### src/rtl/dma_term_pkg.sv
package dma_term_pkg;

  typedef enum logic [1:0] {
    ST_IDLE  = 2'd0,
    ST_READ  = 2'd1,
    ST_WRITE = 2'd2,
    ST_XFER  = 2'd3
  } chanState_t;

  // strobes from control to datapath
  typedef struct packed {
    logic advSrc;
    logic advDst;
    logic decCnt;
    logic wrSrc;
    logic wrDst;
    logic wrCnt;
  } dpStrobe_t;

  localparam logic [1:0] SEL_SRC = 2'd0;
  localparam logic [1:0] SEL_DST = 2'd1;
  localparam logic [1:0] SEL_CNT = 2'd2;

  function automatic logic [2:0] sizeBytes(input logic [1:0] code);
    if (code[1])      return 3'd4;
    else if (code[0]) return 3'd2;
    else              return 3'd1;
  endfunction

endpackage

### src/rtl/dma_term_dp.sv
module dma_term_dp
  import dma_term_pkg::*;
#(
  parameter int ADDR_W = 32,
  parameter int CNT_W  = 16
) (
  input  logic              clk,
  input  logic              rstN,
  input  dpStrobe_t         stb,
  input  logic [1:0]        opSize,
  input  logic [ADDR_W-1:0] wrData,
  output logic [ADDR_W-1:0] srcPtr,
  output logic [ADDR_W-1:0] dstPtr,
  output logic [CNT_W-1:0]  count,
  output logic              cntIsZero,
  output logic              cntLastOp
);

  localparam int NUM_PTR = 2;

  logic [2:0]        stepBytes;
  logic [CNT_W-1:0]  stepCnt;
  logic [ADDR_W-1:0] ptrQ [NUM_PTR];
  logic [NUM_PTR-1:0] advVec;
  logic [NUM_PTR-1:0] wrVec;

  assign stepBytes = sizeBytes(opSize);
  assign stepCnt   = CNT_W'(stepBytes);
  assign advVec    = {stb.advDst, stb.advSrc};
  assign wrVec     = {stb.wrDst, stb.wrSrc};

  for (genvar i = 0; i < NUM_PTR; i++) begin : g_ptr
    always_ff @(posedge clk or negedge rstN) begin
      if (!rstN)          ptrQ[i] <= '0;
      else if (wrVec[i])  ptrQ[i] <= wrData;
      else if (advVec[i]) ptrQ[i] <= ptrQ[i] + ADDR_W'(stepBytes);
    end
  end

  always_ff @(posedge clk or negedge rstN) begin
    if (!rstN)                count <= '0;
    else if (stb.wrCnt)       count <= wrData[CNT_W-1:0];
    else if (stb.decCnt)      count <= cntLastOp ? '0 : count - stepCnt;
  end

  assign srcPtr    = ptrQ[0];
  assign dstPtr    = ptrQ[1];
  assign cntIsZero = (count == '0);
  assign cntLastOp = (count <= stepCnt);

  AST_CNT_DROPS: assert property (@(posedge clk) disable iff (!rstN)
    (stb.decCnt && !cntIsZero) |=> (count < $past(count)));

  AST_LOAD_IDLE_ONLY: assert property (@(posedge clk) disable iff (!rstN)
    (stb.wrCnt |-> !stb.decCnt));

endmodule

### src/rtl/dma_term_fsm.sv
module dma_term_fsm
  import dma_term_pkg::*;
(
  input  logic       clk,
  input  logic       rstN,
  input  logic       startSet,
  input  logic       startClr,
  input  logic       dualMode,
  input  logic       devIsDst,
  input  logic       syncBypass,
  input  logic       intClr,
  input  logic       wrEn,
  input  logic [1:0] wrSel,
  input  logic       busRdy,
  input  logic       extDone,
  input  logic       cntIsZero,
  input  logic       cntLastOp,
  output dpStrobe_t  stb,
  output logic       busReq,
  output logic       busWrite,
  output logic       addrUseDst,
  output logic       devAck,
  output logic       startBit,
  output logic       irqFlag
);

  chanState_t state, nextState;
  logic extQ, wrFirst, doneLatch;
  logic doneEff, sampleNow, doneHit, opEnd, term, wrAllowed;

  assign doneEff = syncBypass ? extDone : extQ;

  always_comb begin
    nextState = state;
    stb       = '0;
    sampleNow = 1'b0;
    opEnd     = 1'b0;
    term      = 1'b0;
    unique case (state)
      ST_IDLE: begin
        if (startBit) begin
          if (cntIsZero) term = 1'b1;
          else           nextState = dualMode ? ST_READ : ST_XFER;
        end
      end
      ST_READ: begin
        if (busRdy) begin
          stb.advSrc = 1'b1;
          nextState  = ST_WRITE;
        end
      end
      ST_WRITE: begin
        sampleNow = devIsDst ? busRdy : wrFirst;
        if (busRdy) begin
          stb.advDst = 1'b1;
          stb.decCnt = 1'b1;
          opEnd      = 1'b1;
          nextState  = ST_IDLE;
        end
      end
      ST_XFER: begin
        sampleNow = busRdy;
        if (busRdy) begin
          stb.advSrc = devIsDst;
          stb.advDst = !devIsDst;
          stb.decCnt = 1'b1;
          opEnd      = 1'b1;
          nextState  = ST_IDLE;
        end
      end
    endcase
    doneHit = sampleNow && doneEff;
    if (opEnd) term = cntLastOp || doneLatch || doneHit;
    wrAllowed = wrEn && !startBit && (state == ST_IDLE);
    stb.wrSrc = wrAllowed && (wrSel == SEL_SRC);
    stb.wrDst = wrAllowed && (wrSel == SEL_DST);
    stb.wrCnt = wrAllowed && (wrSel == SEL_CNT);
  end

  always_ff @(posedge clk or negedge rstN) begin
    if (!rstN) begin
      state     <= ST_IDLE;
      startBit  <= 1'b0;
      irqFlag   <= 1'b0;
      extQ      <= 1'b0;
      wrFirst   <= 1'b0;
      doneLatch <= 1'b0;
    end else begin
      state     <= nextState;
      extQ      <= extDone;
      wrFirst   <= (state == ST_READ) && busRdy;
      doneLatch <= opEnd ? 1'b0 : (doneLatch || doneHit);
      if (term || startClr) startBit <= 1'b0;
      else if (startSet)    startBit <= 1'b1;
      if (term)             irqFlag <= 1'b1;
      else if (intClr)      irqFlag <= 1'b0;
    end
  end

  assign busReq     = (state != ST_IDLE);
  assign busWrite   = (state == ST_WRITE) || ((state == ST_XFER) && !devIsDst);
  assign addrUseDst = (state == ST_WRITE) || ((state == ST_XFER) && !devIsDst);
  assign devAck     = (state == ST_XFER) ||
                      ((state == ST_READ) && !devIsDst) ||
                      ((state == ST_WRITE) && devIsDst);

  AST_READ_THEN_WRITE: assert property (@(posedge clk) disable iff (!rstN)
    (state == ST_READ && busRdy) |=> (busReq && busWrite));

  AST_TERM_HALTS: assert property (@(posedge clk) disable iff (!rstN)
    (opEnd && term) |=> (!startBit && irqFlag && !busReq));

  AST_FLAG_STICKY: assert property (@(posedge clk) disable iff (!rstN)
    (irqFlag && !intClr) |=> irqFlag);

  AST_ZERO_NO_CYCLE: assert property (@(posedge clk) disable iff (!rstN)
    (state == ST_IDLE && startBit && cntIsZero) |=> !busReq);

  AST_PARKED_QUIET: assert property (@(posedge clk) disable iff (!rstN)
    (state == ST_IDLE && !startBit) |=> !busReq);

endmodule

### src/rtl/dma_term_ctl.sv
module dma_term_ctl
  import dma_term_pkg::*;
#(
  parameter int ADDR_W = 32,
  parameter int CNT_W  = 16
) (
  input  logic              clk,
  input  logic              rstN,
  input  logic              startSet,
  input  logic              startClr,
  input  logic              dualMode,
  input  logic              devIsDst,
  input  logic              syncBypass,
  input  logic [1:0]        opSize,
  input  logic              intMask,
  input  logic              intClr,
  input  logic              wrEn,
  input  logic [1:0]        wrSel,
  input  logic [ADDR_W-1:0] wrData,
  input  logic              busRdy,
  input  logic              extDone,
  output logic              busReq,
  output logic              busWrite,
  output logic [ADDR_W-1:0] busAddr,
  output logic              devAck,
  output logic              active,
  output logic              doneIrq,
  output logic [ADDR_W-1:0] srcPtr,
  output logic [ADDR_W-1:0] dstPtr,
  output logic [CNT_W-1:0]  count
);

  dpStrobe_t stb;
  logic cntIsZero, cntLastOp, addrUseDst, irqFlag;

  dma_term_fsm u_fsm (
    .clk        (clk),
    .rstN       (rstN),
    .startSet   (startSet),
    .startClr   (startClr),
    .dualMode   (dualMode),
    .devIsDst   (devIsDst),
    .syncBypass (syncBypass),
    .intClr     (intClr),
    .wrEn       (wrEn),
    .wrSel      (wrSel),
    .busRdy     (busRdy),
    .extDone    (extDone),
    .cntIsZero  (cntIsZero),
    .cntLastOp  (cntLastOp),
    .stb        (stb),
    .busReq     (busReq),
    .busWrite   (busWrite),
    .addrUseDst (addrUseDst),
    .devAck     (devAck),
    .startBit   (active),
    .irqFlag    (irqFlag)
  );

  dma_term_dp #(.ADDR_W(ADDR_W), .CNT_W(CNT_W)) u_dp (
    .clk       (clk),
    .rstN      (rstN),
    .stb       (stb),
    .opSize    (opSize),
    .wrData    (wrData),
    .srcPtr    (srcPtr),
    .dstPtr    (dstPtr),
    .count     (count),
    .cntIsZero (cntIsZero),
    .cntLastOp (cntLastOp)
  );

  assign busAddr = !busReq ? '0 : (addrUseDst ? dstPtr : srcPtr);
  assign doneIrq = irqFlag && intMask;

  AST_WAIT_HOLDS: assert property (@(posedge clk) disable iff (!rstN)
    (busReq && !busRdy) |=> (busReq && $stable(busAddr)));

endmodule

### config.mk
export PLATFORM = sky130hd
export DESIGN_NAME = dma_term_ctl
export DESIGN_NICKNAME = d
export VERILOG_FILES = /design/src/rtl/dma_term_pkg.sv /design/src/rtl/dma_term_dp.sv /design/src/rtl/dma_term_fsm.sv /design/src/rtl/dma_term_ctl.sv
export SDC_FILE = /design/constraint.sdc
export NUM_CORES = 1
export LEC_CHECK = 0
export BUFFER_PORTS_ARGS = -buffer_cell sky130_fd_sc_hd__clkbuf_2
export CORE_MARGIN = 2
export CORE_UTILIZATION = 35
export DETAILED_ROUTE_END_ITERATION = 12
export GPL_ROUTABILITY_DRIVEN = 0
export GPL_TIMING_DRIVEN = 0
export PLACE_DENSITY_LB_ADDON = 0.2
export SETUP_SLACK_MARGIN = 0.5
export SYNTH_ARGS = -nofsm -noshare
export SYNTH_HDL_FRONTEND = slang
export SYNTH_HIERARCHICAL = 1
export SYNTH_SLANG_ARGS = --single-unit
### constraint.sdc
create_clock -name clk -period 2.5 [get_ports clk]
set_input_delay 0.125 -clock clk [delete_from_list [all_inputs] [get_ports clk]]
set_output_delay 0.125 -clock clk [all_outputs]
set_load 0.01 [all_outputs]
==> qor.yml <==
boundaryPins: 165
port_buffers: 164
post-route-period-util_pct: 92.1
slew_headroom_pct: 61.7
fp.coreArea_um2: 16600
place_ws_ns: -0.130
syn_inst: 668
cp_max_fo: 5
yosys.area.top_type: "dfrtp_1"
power_leakage_uw: 0.00383
die_h_um: 134
initialDrtViolationCount: 329
syn-num-nets: 729
clk_pin_slew_ns: 0.07
skew_ns: 0.0103
htreeDepth: 3
cp-end-kind: "flip-flop"
via_per_inst: 5.25
overflow: 0
finalSetupViolCount: 0
drc: 0
wl_per_cell_um: 18.6
synth_enable_flop_cells: 0
worst_slack_ns: 0.198
die_w_um: 134
hold_ws_ns: -0.00105
critPathKind: "reg -> reg"
cts_tree: "built"
post-dp-hpwl_um: 15000
drv_cap: 0
final_area_um2: 8700
rows: 47
antenna_found_initial: 0
synth_ff_type: "dfrtp_1"
syn_area_um2: 5920
syn_area_per_cell_um2: 8.86
dr.pass1.iters: 5
start_util_pct: 35.7
clk-insertion-delay-late_ns: 0.36
power.density_nw_per_um2: 1160
yosysSeqAreaShare_pct: 36.8
routed_wirelength_um: 21400
async_flop_share_pct: 100
clockRootBuffer: "clkbuf_16"
rsz0062_at_grt: "true"
diodes: 0
critical_path_arrival_ns: 2.55
dieArea_um2: 18000
hold_viol: 1
synth_seq_cells: 87
globalRouteTotalUtil_pct: 23.4
numCtsBuffers: 9
place_area_um2: 7180
hold_path.class: "in -> reg"
crit_required_ns: 2.75
vias: 6047
cts.path.max_buffers: 2
syn2layout_area_growth_pct: 47.1
ys.warnings.count: 6
fmax_ghz: 0.434
status: "complete, but fails checks"
grt_pass1_wl_um: 32300
fin_nets: 988
yosysUniqueCellTypes: 55
fin_crit_ns: 2.30
grt_pass1_vias: 5792
violations: "negative hold slack"
postRouteAntennaNets: 0
ir_worst_vdd_mv: 0.549
yosys-top-cells-area: "dfrtp_1 37%, mux2i_1 7.1%, xor2_1 6.7%"
numClockSinks: 87
maxSlewViolCount: 0
start_kind: "flip-flop"
drive_gt1_share_pct: 40.6
worstMarginPinSlew_ns: 0.575
synth_top_area_share_pct: 36.8
grt_max_degree: 59
==> cell type report <==
cell class	instances	area, um^2
Buffer	36	313
Fill cell	1611	7880
Tap cell	220	275
Multi-Input combinational cell	519	3910
Sequential cell	87	2190
Inverter	26	97.6
Clock inverter	7	80.1
Timing Repair Buffer	248	1610
Clock buffer	9	225
==> synth_stat cells, types with 8 or more instances <==
master,instances
nand2_1,90
dfrtp_1,87
o21ai_0,68
xor2_1,45
mux2i_1,42
nor2b_1,41
nand3_1,29
clkbuf_1,28
nand4_1,28
inv_1,24
xnor2_1,20
nor2_1,18
nor3_1,15
a21oi_1,12
ha_1,10
mux2_2,8
nor4_1,8
or4_1,8
==> critical path, cell delays in order, from the launching register on <==
cell and delay (ns):
dfrtp_2 0.45, nor2_4 0.12, nand3b_1 0.17, nor3b_4 0.30, clkbuf_8 0.20, nor2_4 0.04
or4_4 0.49, nor3_4 0.14, xor2_1 0.08, a22o_1 0.19
==> layout by cell type, fill, tap and decap left out, types with 6 or more instances in the layout <==
master	netlist	final
inv_1	24	22
clkbuf_16	0	10
nand3_1	29	24
nor4_4	1	6
mux2i_1	42	40
and3_1	6	6
o21ai_0	68	37
buf_4	3	55
a22o_1	6	6
nand2_1	90	88
xor2_1	45	45
nand4_1	28	28
xnor2_1	20	20
dfrtp_1	87	77
ha_1	10	8
clkbuf_2	0	165
nor2_1	18	13
nor2b_1	41	39
dlygate4sd3_1	0	15
mux2_2	8	6
o21ai_1	1	28
buf_2	0	13
buf_6	1	17
dfrtp_2	0	10
==> final timing paths <==
kind	from	end	slack, ns	cells after the start
worst max-delay path	u_fsm/state[1]	u_dp/count[6]	0.20	9
max in group asynchronous	rstN	u_dp/count[4]	1.55	3
worst min-delay path	wrData[16]	u_dp/srcPtr[16]	-0.001	3
worst max register to register	u_fsm/state[1]	u_dp/count[6]	0.20	9
min in group asynchronous	rstN	u_dp/dstPtr[31]	0.29	2
worst min register to register	u_fsm/state[1]	u_fsm/wrFirst	0.56	1
==> flip-flops by register name, summed over array words and instances, names as in the netlist <==
signal	cells
u_fsm/doneLatch	1
u_fsm/irqFlag	1
u_dp/count	16
u_dp/srcPtr	32
u_dp/dstPtr	32
u_fsm/wrFirst	1
u_fsm/extQ	1
u_fsm/startBit	1
u_fsm/state	2
==> kinds of logic after synthesis <==
kind of cell,count (synthesis),synth area share (%)
AND/OR/NAND/NOR,281,25.9
AO/OA/AOI/OAI,110,10.9
flip-flops,87,36.8
XOR/XNOR,65,9.62
buffers and inverters,62,5.08
multiplexers,50,8.63
adder cells (fa/ha/maj),13,3.13
==> per-layer routing <==
metal  track usage [%]  up-vias  share of wire (%)
li1                  -     2878                  -
met3              4.08       27                5.6
met2              36.7      194                 47
met5                 0        -                  0
met4              8.54        0                1.8
met1              32.4     2948                 45
==> where the power goes <==
part / switching, uW / internal (uW) / total, uW
logic: 2840 / 2710 / 5540
clock network: 658 / 790 / 1450
registers: 1040 / 2050 / 3090
==> metrics by stage <==
| step | instances | total power (uW) | hold WS, ns | utilization [%] | setup TNS [ns] |
|---|---|---|---|---|---|
| global placement | 1052 | 7500 | 0.255 | 43.1 | -1.50 |
| finish | 1152 | 10100 | -0.00105 | 52.5 | 0 |
| CTS | 1117 | 9600 | 0.00137 | 49.1 | 0 |
| detailed placement | 1053 | 7560 | 0.145 | 43.3 | -1.77 |
| floorplan | 668 | 5670 | -0.171 | - | 0 |
| global route | 1152 | 10800 | 0.0245 | 52.5 | 0 |
==> repair_timing <==
item,in CTS,in global routing
gates resized for setup,62,124
pin swaps,16,30
gates cloned,1,1
buffers inserted,32,34
hold buffers,15,0
setup endpoints to repair,98,112
hold endpoints to repair,48,0
(Power assumes the default switching activity.)
